[config.mk]
export PLATFORM = sky130hd
export DESIGN_NAME = adc_rdout_ctrl
export DESIGN_NICKNAME = d
export VERILOG_FILES = /design/src/rtl/adc_rdout_pkg.sv /design/src/rtl/adc_sclk_gen.sv /design/src/rtl/adc_frame_seq.sv /design/src/rtl/adc_capture.sv /design/src/rtl/adc_rdout_ctrl.sv
export SDC_FILE = /design/constraint.sdc
export NUM_CORES = 1
export LEC_CHECK = 0
export ABC_AREA = 0
export BUFFER_PORTS_ARGS = -buffer_cell sky130_fd_sc_hd__buf_2
export CELL_PAD_IN_SITES_DETAIL_PLACEMENT = 1
export CELL_PAD_IN_SITES_GLOBAL_PLACEMENT = 2
export CORE_UTILIZATION = 39
export CTS_CLUSTER_DIAMETER = 30
export DETAILED_ROUTE_END_ITERATION = 8
export PLACE_DENSITY = 0.83
export SLEW_MARGIN = 20
export SYNTH_ARGS = -nofsm -noshare
export SYNTH_HDL_FRONTEND = slang
export SYNTH_HIERARCHICAL = 1
export SYNTH_SLANG_ARGS = --single-unit
[constraint.sdc]
create_clock -name clk -period 6.4 [get_ports clk]
set_input_delay 0.96 -clock clk [delete_from_list [all_inputs] [get_ports clk]]
set_output_delay 0.96 -clock clk [all_outputs]
set_load 0.02 [all_outputs]
[src/rtl/adc_rdout_pkg.sv]
`timescale 1ns/1ps
package adc_rdout_pkg;
  localparam int RES_W     = 12;
  localparam int LEAD_W    = 2;
  localparam int SHORT_LEN = LEAD_W + RES_W;
  localparam int LONG_LEN  = SHORT_LEN + 2;
  localparam int POS_W     = $clog2(LONG_LEN + 1);

  typedef enum logic [1:0] {
    ST_IDLE,
    ST_RUN,
    ST_FIN,
    ST_QUIET
  } seq_st_e;
endpackage

[src/rtl/adc_sclk_gen.sv]
`timescale 1ns/1ps
module adc_sclk_gen #(
  parameter int DIV_W = 8
) (
  input  logic             clk,
  input  logic             rst_n,
  input  logic             run_i,
  input  logic [DIV_W-1:0] div_i,
  output logic             sclk_o,
  output logic             rise_o,
  output logic             fall_o
);
  logic             sclk_q, sclk_d;
  logic [DIV_W-1:0] ph_q, ph_d;
  logic [DIV_W-1:0] div_eff, hi_len, lo_len, cur_len;
  logic             wrap;

  always_comb begin
    div_eff = (div_i < DIV_W'(2)) ? DIV_W'(2) : div_i;
    hi_len  = div_eff >> 1;
    lo_len  = div_eff - hi_len;
    cur_len = sclk_q ? hi_len : lo_len;
    wrap    = run_i && (ph_q == cur_len - DIV_W'(1));
    rise_o  = wrap && !sclk_q;
    fall_o  = wrap && sclk_q;
  end

  always_comb begin
    sclk_d = sclk_q;
    ph_d   = ph_q;
    if (!run_i) begin
      sclk_d = 1'b0;
      ph_d   = '0;
    end else if (wrap) begin
      sclk_d = !sclk_q;
      ph_d   = '0;
    end else begin
      ph_d   = ph_q + DIV_W'(1);
    end
  end

  always_ff @(posedge clk or negedge rst_n) begin
    if (!rst_n) begin
      sclk_q <= 1'b0;
      ph_q   <= '0;
    end else begin
      sclk_q <= sclk_d;
      ph_q   <= ph_d;
    end
  end

  assign sclk_o = sclk_q;
endmodule

[src/rtl/adc_frame_seq.sv]
`timescale 1ns/1ps
module adc_frame_seq
  import adc_rdout_pkg::*;
#(
  parameter int DIV_W   = 8,
  parameter int QUIET_W = 8
) (
  input  logic               clk,
  input  logic               rst_n,
  input  logic               start_i,
  input  logic               frame16_i,
  input  logic               cap_rise_i,
  input  logic [DIV_W-1:0]   div_i,
  input  logic [QUIET_W-1:0] quiet_i,
  input  logic               fall_i,
  output logic               cs_n_o,
  output logic               run_o,
  output logic               busy_o,
  output logic               fin_o,
  output logic [POS_W-1:0]   fall_num_o,
  output logic               cap_rise_o,
  output logic [DIV_W-1:0]   div_o
);
  seq_st_e            st_q, st_d;
  logic               cs_n_q, cs_n_d;
  logic               run_q, run_d;
  logic [POS_W-1:0]   nfall_q, nfall_d;
  logic               f16_q, f16_d;
  logic               rise_q, rise_d;
  logic [DIV_W-1:0]   div_q, div_d;
  logic [QUIET_W-1:0] qcfg_q, qcfg_d;
  logic [QUIET_W-1:0] qcnt_q, qcnt_d;
  logic               last_fall;

  assign last_fall = (nfall_q == (f16_q ? POS_W'(LONG_LEN - 1) : POS_W'(SHORT_LEN - 1)));

  always_comb begin
    st_d    = st_q;
    cs_n_d  = cs_n_q;
    run_d   = run_q;
    nfall_d = nfall_q;
    f16_d   = f16_q;
    rise_d  = rise_q;
    div_d   = div_q;
    qcfg_d  = qcfg_q;
    qcnt_d  = qcnt_q;
    case (st_q)
      ST_IDLE: begin
        if (start_i) begin
          st_d    = ST_RUN;
          cs_n_d  = 1'b0;
          run_d   = 1'b1;
          nfall_d = '0;
          f16_d   = frame16_i;
          rise_d  = cap_rise_i;
          div_d   = div_i;
          qcfg_d  = quiet_i;
        end
      end
      ST_RUN: begin
        if (fall_i) begin
          nfall_d = nfall_q + POS_W'(1);
          if (last_fall) begin
            run_d = 1'b0;
            st_d  = ST_FIN;
          end
        end
      end
      ST_FIN: begin
        cs_n_d = 1'b1;
        qcnt_d = qcfg_q;
        st_d   = ST_QUIET;
      end
      ST_QUIET: begin
        if (qcnt_q == '0) st_d = ST_IDLE;
        else              qcnt_d = qcnt_q - QUIET_W'(1);
      end
      default: st_d = ST_IDLE;
    endcase
  end

  always_ff @(posedge clk or negedge rst_n) begin
    if (!rst_n) begin
      st_q    <= ST_IDLE;
      cs_n_q  <= 1'b1;
      run_q   <= 1'b0;
      nfall_q <= '0;
      f16_q   <= 1'b0;
      rise_q  <= 1'b0;
      div_q   <= '0;
      qcfg_q  <= '0;
      qcnt_q  <= '0;
    end else begin
      st_q    <= st_d;
      cs_n_q  <= cs_n_d;
      run_q   <= run_d;
      nfall_q <= nfall_d;
      f16_q   <= f16_d;
      rise_q  <= rise_d;
      div_q   <= div_d;
      qcfg_q  <= qcfg_d;
      qcnt_q  <= qcnt_d;
    end
  end

  assign cs_n_o     = cs_n_q;
  assign run_o      = run_q;
  assign busy_o     = (st_q != ST_IDLE);
  assign fin_o      = (st_q == ST_FIN);
  assign fall_num_o = nfall_q;
  assign cap_rise_o = rise_q;
  assign div_o      = div_q;
endmodule

[src/rtl/adc_capture.sv]
`timescale 1ns/1ps
module adc_capture
  import adc_rdout_pkg::*;
(
  input  logic             clk,
  input  logic             rst_n,
  input  logic             cap_rise_i,
  input  logic             rise_i,
  input  logic             fall_i,
  input  logic             fin_i,
  input  logic             sdo_i,
  input  logic [POS_W-1:0] fall_num_i,
  output logic [RES_W-1:0] result_o,
  output logic             valid_o,
  output logic             zero_err_o
);
  logic [LONG_LEN-1:0] frame_q, frame_d;
  logic [LONG_LEN-1:0] slot_wr;
  logic [RES_W-1:0]    res_asm, result_q, result_d;
  logic [LEAD_W-1:0]   lead_mask;
  logic                cap_en, err_asm, err_q, err_d, valid_q, valid_d;

  // With rising-edge sampling the pre-fall rising edge (fall count 0) is dropped.
  assign cap_en = cap_rise_i ? (rise_i && (fall_num_i != '0)) : fall_i;

  for (genvar s = 0; s < LONG_LEN; s++) begin : g_slot
    assign slot_wr[s] = cap_en && (fall_num_i == POS_W'(s));
    assign frame_d[s] = slot_wr[s] ? sdo_i : frame_q[s];
  end

  for (genvar b = 0; b < RES_W; b++) begin : g_res
    assign res_asm[RES_W-1-b] = frame_q[LEAD_W+b];
  end

  // The first leading zero is only checked when it was actually sampled.
  if (LEAD_W > 1) begin : g_mask_multi
    assign lead_mask = {{(LEAD_W-1){1'b1}}, !cap_rise_i};
  end else begin : g_mask_single
    assign lead_mask = !cap_rise_i;
  end
  assign err_asm = |(frame_q[LEAD_W-1:0] & lead_mask);

  always_comb begin
    result_d = result_q;
    err_d    = err_q;
    valid_d  = 1'b0;
    if (fin_i) begin
      result_d = res_asm;
      err_d    = err_asm;
      valid_d  = 1'b1;
    end
  end

  always_ff @(posedge clk or negedge rst_n) begin
    if (!rst_n) begin
      frame_q  <= '0;
      result_q <= '0;
      err_q    <= 1'b0;
      valid_q  <= 1'b0;
    end else begin
      frame_q  <= frame_d;
      result_q <= result_d;
      err_q    <= err_d;
      valid_q  <= valid_d;
    end
  end

  assign result_o   = result_q;
  assign zero_err_o = err_q;
  assign valid_o    = valid_q;
endmodule

[src/rtl/adc_rdout_ctrl.sv]
`timescale 1ns/1ps
module adc_rdout_ctrl
  import adc_rdout_pkg::*;
#(
  parameter int DIV_W   = 8,
  parameter int QUIET_W = 8
) (
  input  logic               clk,
  input  logic               rst_n,
  input  logic               start_i,
  input  logic               frame16_i,
  input  logic               cap_rise_i,
  input  logic [DIV_W-1:0]   div_i,
  input  logic [QUIET_W-1:0] quiet_i,
  input  logic               sdo_i,
  output logic               cs_n_o,
  output logic               sclk_o,
  output logic [RES_W-1:0]   result_o,
  output logic               valid_o,
  output logic               zero_err_o,
  output logic               busy_o
);
  logic             run, rise_ev, fall_ev, fin, cap_rise_q;
  logic [POS_W-1:0] fall_num;
  logic [DIV_W-1:0] div_q;

  adc_frame_seq #(.DIV_W(DIV_W), .QUIET_W(QUIET_W)) u_seq (
    .clk        (clk),
    .rst_n      (rst_n),
    .start_i    (start_i),
    .frame16_i  (frame16_i),
    .cap_rise_i (cap_rise_i),
    .div_i      (div_i),
    .quiet_i    (quiet_i),
    .fall_i     (fall_ev),
    .cs_n_o     (cs_n_o),
    .run_o      (run),
    .busy_o     (busy_o),
    .fin_o      (fin),
    .fall_num_o (fall_num),
    .cap_rise_o (cap_rise_q),
    .div_o      (div_q)
  );

  adc_sclk_gen #(.DIV_W(DIV_W)) u_sclk (
    .clk    (clk),
    .rst_n  (rst_n),
    .run_i  (run),
    .div_i  (div_q),
    .sclk_o (sclk_o),
    .rise_o (rise_ev),
    .fall_o (fall_ev)
  );

  adc_capture u_cap (
    .clk        (clk),
    .rst_n      (rst_n),
    .cap_rise_i (cap_rise_q),
    .rise_i     (rise_ev),
    .fall_i     (fall_ev),
    .fin_i      (fin),
    .sdo_i      (sdo_i),
    .fall_num_i (fall_num),
    .result_o   (result_o),
    .valid_o    (valid_o),
    .zero_err_o (zero_err_o)
  );
endmodule

==> results of run 1 <==
[per-stage QoR]
stage               std cells  utilization  setup slack (ns)  instance area (sq um)
finish                    560        0.450              1.26                   4660
global route              560        0.450             0.841                   4660
global placement          544        0.433              1.56                   4490
CTS                       560        0.450              1.31                   4660
floorplan                 386            -              1.93                   4190
detailed placement        544        0.433              1.36                   4490
[power by group through the flow]
stage	registers, W	clock network, W	logic (W)
after global placement	0.000470	0	0.0000217
final	0.000462	0.000328	0.0000214
after floorplan	0.000469	0	0.00000508
after CTS	0.000461	0.000342	0.0000225
after detailed placement	0.000471	0	0.0000224
after global routing	0.000462	0.000362	0.0000248
[layer usage]
layer	vias to the layer above	part of all wire	global-route usage
met1	1482	0.48	0.228
met2	30	0.49	0.287
met4	0	0.010	0.0536
li1	1444	-	-
met5	-	0	0
met3	8	0.020	0.0309
[logic make-up after synthesis]
| kind of cell | share of synthesized area |
|---|---|
| AO/OA/AOI/OAI | 0.0995 |
| XOR/XNOR | 0.0705 |
| adder cells (fa/ha/maj) | 0.0586 |
| buffers and inverters | 0.0326 |
| flip-flops | 0.431 |
| multiplexers | 0.143 |
| AND/OR/NAND/NOR | 0.166 |
[sequential cells by signal, indices dropped and copies added, names as in the netlist]
register and cells:
u_cap/zero_err_o 1, u_seq/qcfg_q 8, u_seq/cap_rise_o 1, u_seq/f16_q 1, u_seq/fall_num_o 5, u_seq/div_o 8
u_sclk/ph_q 8, u_seq/cs_n_o 1, u_cap/frame_q 14, u_seq/st_q 2, u_cap/valid_o 1, u_sclk/sclk_o 1
u_seq/run_o 1, u_cap/result_o 12, u_seq/qcnt_q 8
[area by class of cell]
cell class / instances / area, sq um
multi-input cells: 279 / 2250
clock buffers: 11 / 141
flip-flops and latches: 72 / 1800
fillers: 1165 / 5710
inverters: 18 / 67.6
repair buffers: 39 / 200
well taps: 136 / 170
clock inverters: 5 / 33.8
[cells in the mapped netlist (4+ instances only)]
| master | count |
|---|---|
| nor2b_1 | 11 |
| mux2_2 | 45 |
| nor2_1 | 29 |
| xor2_1 | 13 |
| inv_1 | 18 |
| nor3b_1 | 5 |
| dfrtp_1 | 71 |
| nand3b_1 | 4 |
| mux2i_1 | 5 |
| buf_2 | 4 |
| nand3_1 | 18 |
| and3_1 | 6 |
| nand2_1 | 14 |
| a211oi_1 | 9 |
| a21oi_1 | 18 |
| ha_1 | 18 |
| o21ai_0 | 6 |
| xnor2_1 | 13 |
| nor3_1 | 6 |
| clkbuf_1 | 12 |
[cell usage in the layout, fill, tap and decap left out, types with 3 or more instances in the layout]
cell / Yosys / routed
ha_1: 18 / 18
nand4_1: 3 / 3
mux2_2: 45 / 45
nor2b_1: 11 / 11
and3_1: 6 / 6
nand3b_1: 4 / 4
mux2i_1: 5 / 5
xnor2_1: 13 / 13
buf_2: 4 / 37
clkbuf_8: 0 / 10
nor3_1: 6 / 6
nand2b_1: 3 / 3
nor2_1: 29 / 29
nand2_1: 14 / 14
nor3b_1: 5 / 5
inv_1: 18 / 18
nand4b_1: 3 / 3
dfrtp_1: 71 / 71
xnor3_1: 3 / 3
o21ai_0: 6 / 6
a211oi_1: 9 / 9
a21oi_1: 18 / 18
nand3_1: 18 / 18
xor2_1: 13 / 13
[how the worst max path moves through the flow]
stage | to | start | cells past startpoint
after floorplan | u_cap/frame_q[3] | u_seq/div_o[6] | 17
after global placement | u_cap/frame_q[3] | u_seq/div_o[6] | 17
after detailed placement | u_seq/fall_num_o[4] | u_seq/div_o[6] | 18
after CTS | u_seq/fall_num_o[4] | u_seq/div_o[6] | 18
after global routing | u_seq/fall_num_o[4] | u_seq/div_o[6] | 19
final | u_seq/fall_num_o[4] | u_seq/div_o[6] | 18
==> results.json, run 1 <==
{
  "crit_slowest_cell": "nor4b_1",
  "die_x_um": 106,
  "cts_setup_buffers": 0,
  "clock_latency_ns": 0.34,
  "ff2ff_path_depth": 18,
  "wl_um": 8710,
  "first_pass_iters": 4,
  "p_leak_nw": 2.24,
  "gp_routability_congestion": 0.815,
  "synth_top_area_share": 0.424,
  "cap_violations": 0,
  "synth-edff-count": 0,
  "grt.total_usage": 0.172,
  "min_path_type": "reg -> reg",
  "grt_overflow": 0,
  "drive_gt1_frac": 0.267,
  "synth.avg_cell_area_sq_um": 10.8,
  "syn_nets": 427,
  "hold_violations": 0,
  "antenna_cells": 0,
  "cp.arrival_ns": 5.37,
  "p_sw_w": 0.000193,
  "htree_levels": 3,
  "crit_top_cell": "inv_1",
  "setup_viol": 0,
  "power.share.clock": 0.405,
  "floorplan.core_area_sq_um": 10400,
  "die_y_um": 106,
  "swShare": 0.238,
  "fin_total_pwr_w": 0.000811,
  "grt_pass1_wl_um": 15300,
  "tightestPinTransition_ns": 1.00,
  "rsz0062_at_grt": "false",
  "die_area_sq_um": 11200,
  "antenna_found_initial": 0,
  "grt_max_degree": 73,
  "rr_endpoint": "u_seq/fall_num_o[4]",
  "avgRoutedWirePerCell_um": 15.6,
  "netlist.top_cell.by_area": "dfrtp_1",
  "netlist_area_sq_um": 4190,
  "clock.fmax_mhz": 195,
  "cellPowerDensity_nw_per_um2": 174,
  "io_buffers": 38,
  "cp.required_ns": 6.64,
  "drcViolationCount": 0,
  "worst_path_largest_cell_delay_ns": 0.58,
  "ys_seq_area_frac": 0.431,
  "synthDistinctLibCells": 63,
  "drtIter0Drc": 85,
  "path_buf_inv": 2,
  "clockBufferDepth": 2,
  "finalClockSkew_ns": 0.0129,
  "synth-seq-cells": 72,
  "start_util": 0.404,
  "ir_drop_uv": 111,
  "cp_max_fo": 5,
  "fin_nets": 460,
  "min_path_cells": 1,
  "drv_slew": 0,
  "synth_top_cells_by_area": "dfrtp_1 (42%), mux2_2 (12%), ha_1 (5.4%), xnor2_1 (2.7%), xor2_1 (2.7%)",
  "io_pins": 39,
  "r2r-start": "u_seq/div_o[6]",
  "antenna_left": 0,
  "yosys_warnings": 6,
  "grt_pass1_vias": 3088,
  "min_from": "u_cap/result_o[11]",
  "whs_ns": 0.505,
  "pwr-share-seq": 0.569,
  "holdPathEnd": "u_cap/result_o[11]",
  "cts_num_sinks": 72,
  "syn_to_final_growth_pct": 11.4,
  "viasPerCell": 5.29,
  "p_comb_frac": 0.026,
  "cts_tree": "yes",
  "rrSetupSlack_ns": 1.26,
  "crit_type": "reg -> reg",
  "start_kind": "flop",
  "cp_top_family": "simple AND/OR/NAND/NOR gates",
  "period_needed_ns": 5.14,
  "status": "completed",
  "internal_power_w": 0.000618,
  "fin_setup_tns_ns": 0,
  "end_kind": "flop",
  "async_flop_share": 1.00,
  "cp_cell_sequence": "inv_1, ha_1, nor3b_1, a21o_1, inv_1, fa_1, and2b_1, o2111ai_1, and4_1, o31ai_2, nand4b_1, xnor3_1, nor4_2, and3_1, nor2b_1, nor4b_1, a21oi_1, a31o_2",
  "dpl.hpwl_um": 6220,
  "relSlewSlack": 0.331,
  "synthCells": 386,
  "dr_total_vias": 2964,
  "ys.flop_type": "dfrtp_1",
  "cts_resized": 0,
  "postCtsHoldBufs": 0,
  "cts_inserted_buffers": 9,
  "rows": 37,
  "path_clk_slew_ns": 0.08,
  "cts_root_buf": "clkbuf_8",
  "fin_crit_sh": 0.802
}
No activity file was read; power rests on OpenSTA's default activity.
==> run 2, diff against run 1 <==
--- a/config.mk
+++ b/config.mk
@@ -5,14 +5,14 @@
 export SDC_FILE = /design/constraint.sdc
 export NUM_CORES = 1
 export LEC_CHECK = 0
-export ABC_AREA = 0
+export ABC_AREA = 1
 export BUFFER_PORTS_ARGS = -buffer_cell sky130_fd_sc_hd__buf_2
 export CELL_PAD_IN_SITES_DETAIL_PLACEMENT = 1
 export CELL_PAD_IN_SITES_GLOBAL_PLACEMENT = 2
-export CORE_UTILIZATION = 39
+export CORE_UTILIZATION = 31
 export CTS_CLUSTER_DIAMETER = 30
 export DETAILED_ROUTE_END_ITERATION = 8
-export PLACE_DENSITY = 0.83
+export PLACE_DENSITY = 0.8
 export SLEW_MARGIN = 20
 export SYNTH_ARGS = -nofsm -noshare
 export SYNTH_HDL_FRONTEND = slang
==> constraint.sdc (replaced) <==
create_clock -name clk -period 4.5 [get_ports clk]
set_input_delay 0.675 -clock clk [delete_from_list [all_inputs] [get_ports clk]]
set_output_delay 0.675 -clock clk [all_outputs]
set_load 0.02 [all_outputs]
==> run 2 against run 1 <==
  * Critical path type unchanged
  * Critical endpoint is now u_cap/frame_q[3]
  * Clock power is 120% higher
  * Setup slack worse by 0.73 ns
  * Fmax is 30% higher
==> results.json, run 2 <==
{
  "cp_top_family": "simple AND/OR/NAND/NOR gates",
  "clock_latency_ns": 0.34,
  "rsz0062_at_grt": "false",
  "final_common_cell": "nand2_1",
  "period_needed_ns": 3.96,
  "cts_resized": 0,
  "synthTopCellsByCount": "nand2_1 (255), dfrtp_1 (71), nand3_1 (61)",
  "antenna_cells": 0,
  "rows": 43,
  "io_pins": 39,
  "drcViolationCount": 0,
  "cp.depth": 26,
  "stdcell_area_sq_um": 5110,
  "ys.flop_type": "dfrtp_1",
  "clock.fmax_mhz": 252,
  "rrSetupSlack_ns": 0.54,
  "startpoint": "u_seq/div_o[6]",
  "p_comb_frac": 0.562,
  "die_area_sq_um": 14900,
  "fin_nets": 705,
  "crit_type": "reg -> reg",
  "relSlewSlack": 0.491,
  "largest_register_ffs": 14,
  "internal_power_w": 0.00216,
  "cap_violations": 0,
  "wl_um": 11400,
  "synth.avg_cell_area_sq_um": 7.10,
  "hold_violations": 0,
  "cp_max_fo": 26,
  "cts_num_sinks": 72,
  "finalClockSkew_ns": 0.00526,
  "worst_path_largest_cell_delay_ns": 0.48,
  "cts_tree": "yes",
  "path_buf_inv": 3,
  "netlist_area_sq_um": 4470,
  "drive_gt1_frac": 0.160,
  "grt.total_usage": 0.173,
  "start_util": 0.319,
  "synthCells": 629,
  "crit_slowest_cell": "fa_1",
  "path_clk_slew_ns": 0.06,
  "syn_nets": 670,
  "grt_overflow": 0,
  "async_flop_share": 1.00,
  "dpl.hpwl_um": 8860,
  "netlist.top_cell.by_area": "dfrtp_1",
  "cts_inserted_buffers": 9,
  "start_kind": "flop",
  "end_kind": "flop",
  "drv_slew": 0,
  "htree_levels": 3,
  "clockBufferDepth": 2,
  "synth_top_cells_by_area": "dfrtp_1 (40%), nand2_1 (21%), nand3_1 (6.8%), ha_1 (5.0%), inv_1 (4.8%)",
  "yosysMostFrequentCell": "nand2_1",
  "p_sw_w": 0.00203,
  "crit_top_cell": "nand2_1",
  "min_path_type": "in -> async",
  "antenna_found_initial": 0,
  "layout_common_cells": "nand2_1 (255), dfrtp_1 (71), nand3_1 (61)",
  "antenna_left": 0,
  "viasPerCell": 4.70,
  "ff2ff_path_depth": 26,
  "io_buffers": 38,
  "place_ws_ns": 0.332,
  "cp.arrival_ns": 4.19,
  "status": "completed",
  "regMostFlops": "u_cap/frame_q",
  "first_pass_iters": 4,
  "fin_crit_sh": 0.880,
  "grt_pass1_vias": 4225,
  "tightestPinTransition_ns": 0.764,
  "placed_area_sq_um": 4800,
  "synth_top_area_share": 0.398,
  "syn_to_final_growth_pct": 14.3,
  "swShare": 0.485,
  "floorplan.core_area_sq_um": 14000,
  "fin_setup_tns_ns": 0,
  "synth-seq-cells": 72,
  "cp-endpoint": "u_cap/frame_q[3]",
  "cts_root_buf": "clkbuf_16",
  "power.share.clock": 0.174,
  "dr_total_vias": 3991,
  "die_y_um": 122,
  "grt_pass1_wl_um": 20400,
  "rr_endpoint": "u_cap/frame_q[3]",
  "avgRoutedWirePerCell_um": 13.5,
  "cellPowerDensity_nw_per_um2": 821,
  "n_fill_cell": 1799,
  "yosys_warnings": 6,
  "cts_setup_buffers": 0,
  "die_x_um": 122,
  "pwr-share-seq": 0.264,
  "synthDistinctLibCells": 32,
  "drtIter0Drc": 129,
  "synth-edff-count": 0,
  "setup_viol": 0,
  "p_leak_nw": 2.60,
  "ys_seq_area_frac": 0.404,
  "r2r-start": "u_seq/div_o[6]",
  "gp_routability_congestion": 0.792,
  "grt_max_degree": 41,
  "worst_slack_ns": 0.538,
  "cp.required_ns": 4.73,
  "postCtsHoldBufs": 0,
  "ir_drop_uv": 233
}
## run 2: cell types whose count changed after synthesis, sizes merged, moves of 13 or more
| cell | delta |
|---|---|
| a21oi | -13 |
| nand3 | +49 |
| mux2 | -48 |
| nor2 | +22 |
| o21ai | +19 |
| inv | +55 |
| nand2 | +253 |
## run 2: logic make-up (layout without fill, tap and decap cells)
logic type,count (synthesis),after routing,synth area share
fa+ha+maj,19,19,0.0549
flops,72,72,0.404
compound gates,35,35,0.0512
xor+xnor,6,6,0.0118
buf+inv,89,129,0.0832
simple gates,408,408,0.395
## run 2: worst min path at each step
stage,start,endpoint,slack [ns],depth (start not counted)
3_3_place_gp,u_cap/result_o[5],u_cap/result_o[5],0.45,2
3_5_place_dp,u_cap/result_o[5],u_cap/result_o[5],0.46,2
6_report,rst_n,u_cap/frame_q[4],0.41,1
5_1_grt,rst_n,u_cap/frame_q[6],0.48,1
4_1_cts,rst_n,u_cap/result_o[7],0.42,1
2_1_floorplan,rst_n,u_cap/frame_q[0],0.38,0
## run 2: metal layers
metal / GRT usage / vias to the layer above / routed length [um]
met5: 0 / - / 0
met3: 0.0365 / 9 / 267
met2: 0.282 / 30 / 5260
met1: 0.230 / 1911 / 5790
met4: 0.0503 / 0 / 126
li1: - / 2041 / -
## run 2: power groups by stage
stage | clock network [W] | registers, W | logic [W]
4_1_cts | 0.000753 | 0.00111 | 0.00240
5_1_grt | 0.000775 | 0.00115 | 0.00275
3_3_place_gp | 0 | 0.00112 | 0.00229
6_report | 0.000729 | 0.00110 | 0.00236
3_5_place_dp | 0 | 0.00112 | 0.00239
2_1_floorplan | 0 | 0.00114 | 0.00179
## run 2: final cells by class
| class | count | area [sq um] | area share |
|---|---|---|---|
| clock buffer | 13 | 260 | 0.0510 |
| multi-input combinational | 468 | 2300 | 0.450 |
| clock inverter | 3 | 40.0 | 0.00784 |
| inverter | 73 | 274 | 0.0537 |
| sequential | 72 | 1800 | 0.353 |
| tap | 180 | 225 | 0.0441 |
| timing repair buffer | 40 | 205 | 0.0402 |
## run 2: per-stage QoR
stage / hold slack, ns / std cells / total power (W) / util
2_1_floorplan: 0.379 / 629 / 0.00293 / -
3_3_place_gp: 0.453 / 833 / 0.00340 / 0.343
3_5_place_dp: 0.461 / 833 / 0.00351 / 0.343
4_1_cts: 0.424 / 849 / 0.00426 / 0.365
5_1_grt: 0.484 / 849 / 0.00467 / 0.365
6_report: 0.408 / 849 / 0.00419 / 0.365
## run 2: worst reg2reg max path: cells and delay by family, from the launching register on
kind                     cells  cell delay, ns
AND/OR/NAND/NOR             18            2.08
flip-flops                   1            0.40
AO/OA/AOI/OAI                1            0.08
buffers and inverters        3            0.19
adder cells (fa/ha/maj)      4            1.11
==> run 3, diff against run 2 <==
--- a/config.mk
+++ b/config.mk
@@ -13,6 +13,7 @@
 export CTS_CLUSTER_DIAMETER = 30
 export DETAILED_ROUTE_END_ITERATION = 8
 export PLACE_DENSITY = 0.8
+export SKIP_CTS_REPAIR_TIMING = 1
 export SLEW_MARGIN = 20
 export SYNTH_ARGS = -nofsm -noshare
 export SYNTH_HDL_FRONTEND = slang
==> constraint.sdc (replaced) <==
create_clock -name clk -period 3.3 [get_ports clk]
set_input_delay 0.495 -clock clk [delete_from_list [all_inputs] [get_ports clk]]
set_output_delay 0.495 -clock clk [all_outputs]
set_load 0.02 [all_outputs]
==> run 3 against run 2 <==
  * The flow now finishes with violations (negative setup slack)
  * Final cell count grew 3.7%
  * Setup slack lost 0.90 ns
  * Combinational power grew 77%
  * Sequential share of layout area shrank 3.0 points
  * Utilization grew 3.4 points
  * Register-to-register slack lost 0.90 ns
  * Critical path depth grew 1
  * Clock-buffer cell count is the same
  * Fmax grew 8.1%
  * Critical endpoint is now u_seq/fall_num_o[0]
  * Largest cell class unchanged
  * Largest power group unchanged
  * Highest routed layer unchanged
==> results.json, run 3 (synthesis gave the netlist of run 2 again) <==
{
  "rrSetupSlack_ns": -0.36,
  "avgRoutedWirePerCell_um": 14.1,
  "p_leak_nw": 2.80,
  "post-place-cells": 859,
  "dpl.hpwl_um": 9160,
  "clock.fmax_mhz": 273,
  "crit_slowest_cell": "fa_2",
  "setup_viol": 22,
  "grt_pass1_vias": 4477,
  "period_needed_ns": 3.66,
  "ff2ff_path_depth": 27,
  "grt_pass1_wl_um": 21200,
  "start_util": 0.319,
  "final_common_cell": "nand2_1",
  "viasPerCell": 4.70,
  "grt_overflow": 0,
  "fin_crit_sh": 1.11,
  "drtIter0Drc": 145,
  "pwr-share-seq": 0.222,
  "io_pins": 39,
  "cts_num_sinks": 72,
  "start_kind": "flop",
  "grt_max_degree": 54,
  "cellPowerDensity_nw_per_um2": 1190,
  "antenna_found_initial": 0,
  "cp.arrival_ns": 3.87,
  "grt.total_usage": 0.180,
  "power.share.clock": 0.148,
  "largest_register_ffs": 14,
  "status": "complete, but fails checks",
  "internal_power_w": 0.00344,
  "dr_total_vias": 4132,
  "tightestPinTransition_ns": 0.586,
  "cp.required_ns": 3.50,
  "cts_tree": "yes",
  "cap_violations": 0,
  "die_y_um": 122,
  "path_buf_inv": 6,
  "floorplan.core_area_sq_um": 14000,
  "regMostFlops": "u_cap/frame_q",
  "r2r-start": "u_seq/div_o[7]",
  "worst_path_largest_cell_delay_ns": 0.56,
  "p_sw_w": 0.00319,
  "antenna_cells": 0,
  "layout_common_cells": "nand2_1 (243), dfrtp_1 (71), nand3_1 (55)",
  "gp_routability_congestion": 0.808,
  "die_x_um": 122,
  "worst_slack_ns": -0.365,
  "finalClockSkew_ns": 0.00853,
  "hold_violations": 0,
  "ir_drop_uv": 335,
  "path_clk_slew_ns": 0.06,
  "syn_to_final_growth_pct": 24.9,
  "wl_um": 12400,
  "stdcell_area_sq_um": 5580,
  "cts_inserted_buffers": 9,
  "crit_type": "reg -> reg",
  "swShare": 0.481,
  "drv_slew": 0,
  "place_ws_ns": -0.463,
  "io_buffers": 38,
  "end_kind": "flop",
  "drcViolationCount": 0,
  "final_cells": 880,
  "clockBufferDepth": 2,
  "cp_max_fo": 7,
  "rsz0062_at_grt": "true",
  "htree_levels": 3,
  "cp_top_family": "simple AND/OR/NAND/NOR gates",
  "die_area_sq_um": 14900,
  "fin_nets": 736,
  "cts_root_buf": "clkbuf_16",
  "crit_top_cell": "nand2_2",
  "rows": 43,
  "first_pass_iters": 4,
  "rr_endpoint": "u_seq/fall_num_o[0]",
  "antenna_left": 0,
  "relSlewSlack": 0.609,
  "min_path_type": "in -> async",
  "p_comb_frac": 0.630,
  "violations": "negative setup slack",
  "placed_area_sq_um": 5040,
  "drive_gt1_frac": 0.257,
  "clock_latency_ns": 0.33
}
run 3: changes by cell type in the layout (fill, tap and decap cells not counted), sizes merged:
cell	delta
buf	+30
nand2	+1
run 3: routing by layer:
layer	share of wire	GRT usage	vias up
li1	-	-	2100
met1	0.47	0.224	1999
met2	0.50	0.319	26
met3	0.021	0.0323	7
met4	0.0085	0.0480	0
met5	0	0	-
run 3: worst max-delay path by stage:
| stage | startpoint | to | cells past startpoint |
|---|---|---|---|
| floorplan | u_seq/div_o[6] | u_cap/frame_q[1] | 31 |
| global placement | u_seq/div_o[7] | u_cap/frame_q[4] | 26 |
| detailed placement | u_seq/div_o[7] | u_cap/frame_q[11] | 23 |
| CTS | u_seq/div_o[7] | u_cap/frame_q[11] | 23 |
| global route | u_seq/div_o[7] | u_seq/run_o | 27 |
| finish | u_seq/div_o[7] | u_seq/fall_num_o[0] | 27 |
run 3: layout make-up:
type,count,area [sq um]
fill,1782,8410
clock buffer,13,260
timing repair buffer,70,454
sequential,72,1800
inverter,73,279
tap,180,225
multi-input combinational,469,2520
clock inverter,3,40.0
run 3: power groups by stage:
stage	clock, W	combinational [W]	sequential (W)
detailed placement	0	0.00371	0.00148
CTS	0.00102	0.00373	0.00147
finish	0.000983	0.00418	0.00147
global placement	0	0.00354	0.00146
floorplan	0	0.00247	0.00156
global route	0.00104	0.00469	0.00152
run 3: per-stage QoR:
stage               power [W]  setup TNS (ns)  utilization  hold WS (ns)
floorplan             0.00402           -1.00            -         0.199
global placement      0.00500           -4.69        0.360         0.450
detailed placement    0.00518           -8.92        0.360         0.458
CTS                   0.00622          -10.09        0.382         0.128
global route          0.00726          -11.02        0.399         0.155
finish                0.00663           -6.40        0.399         0.128
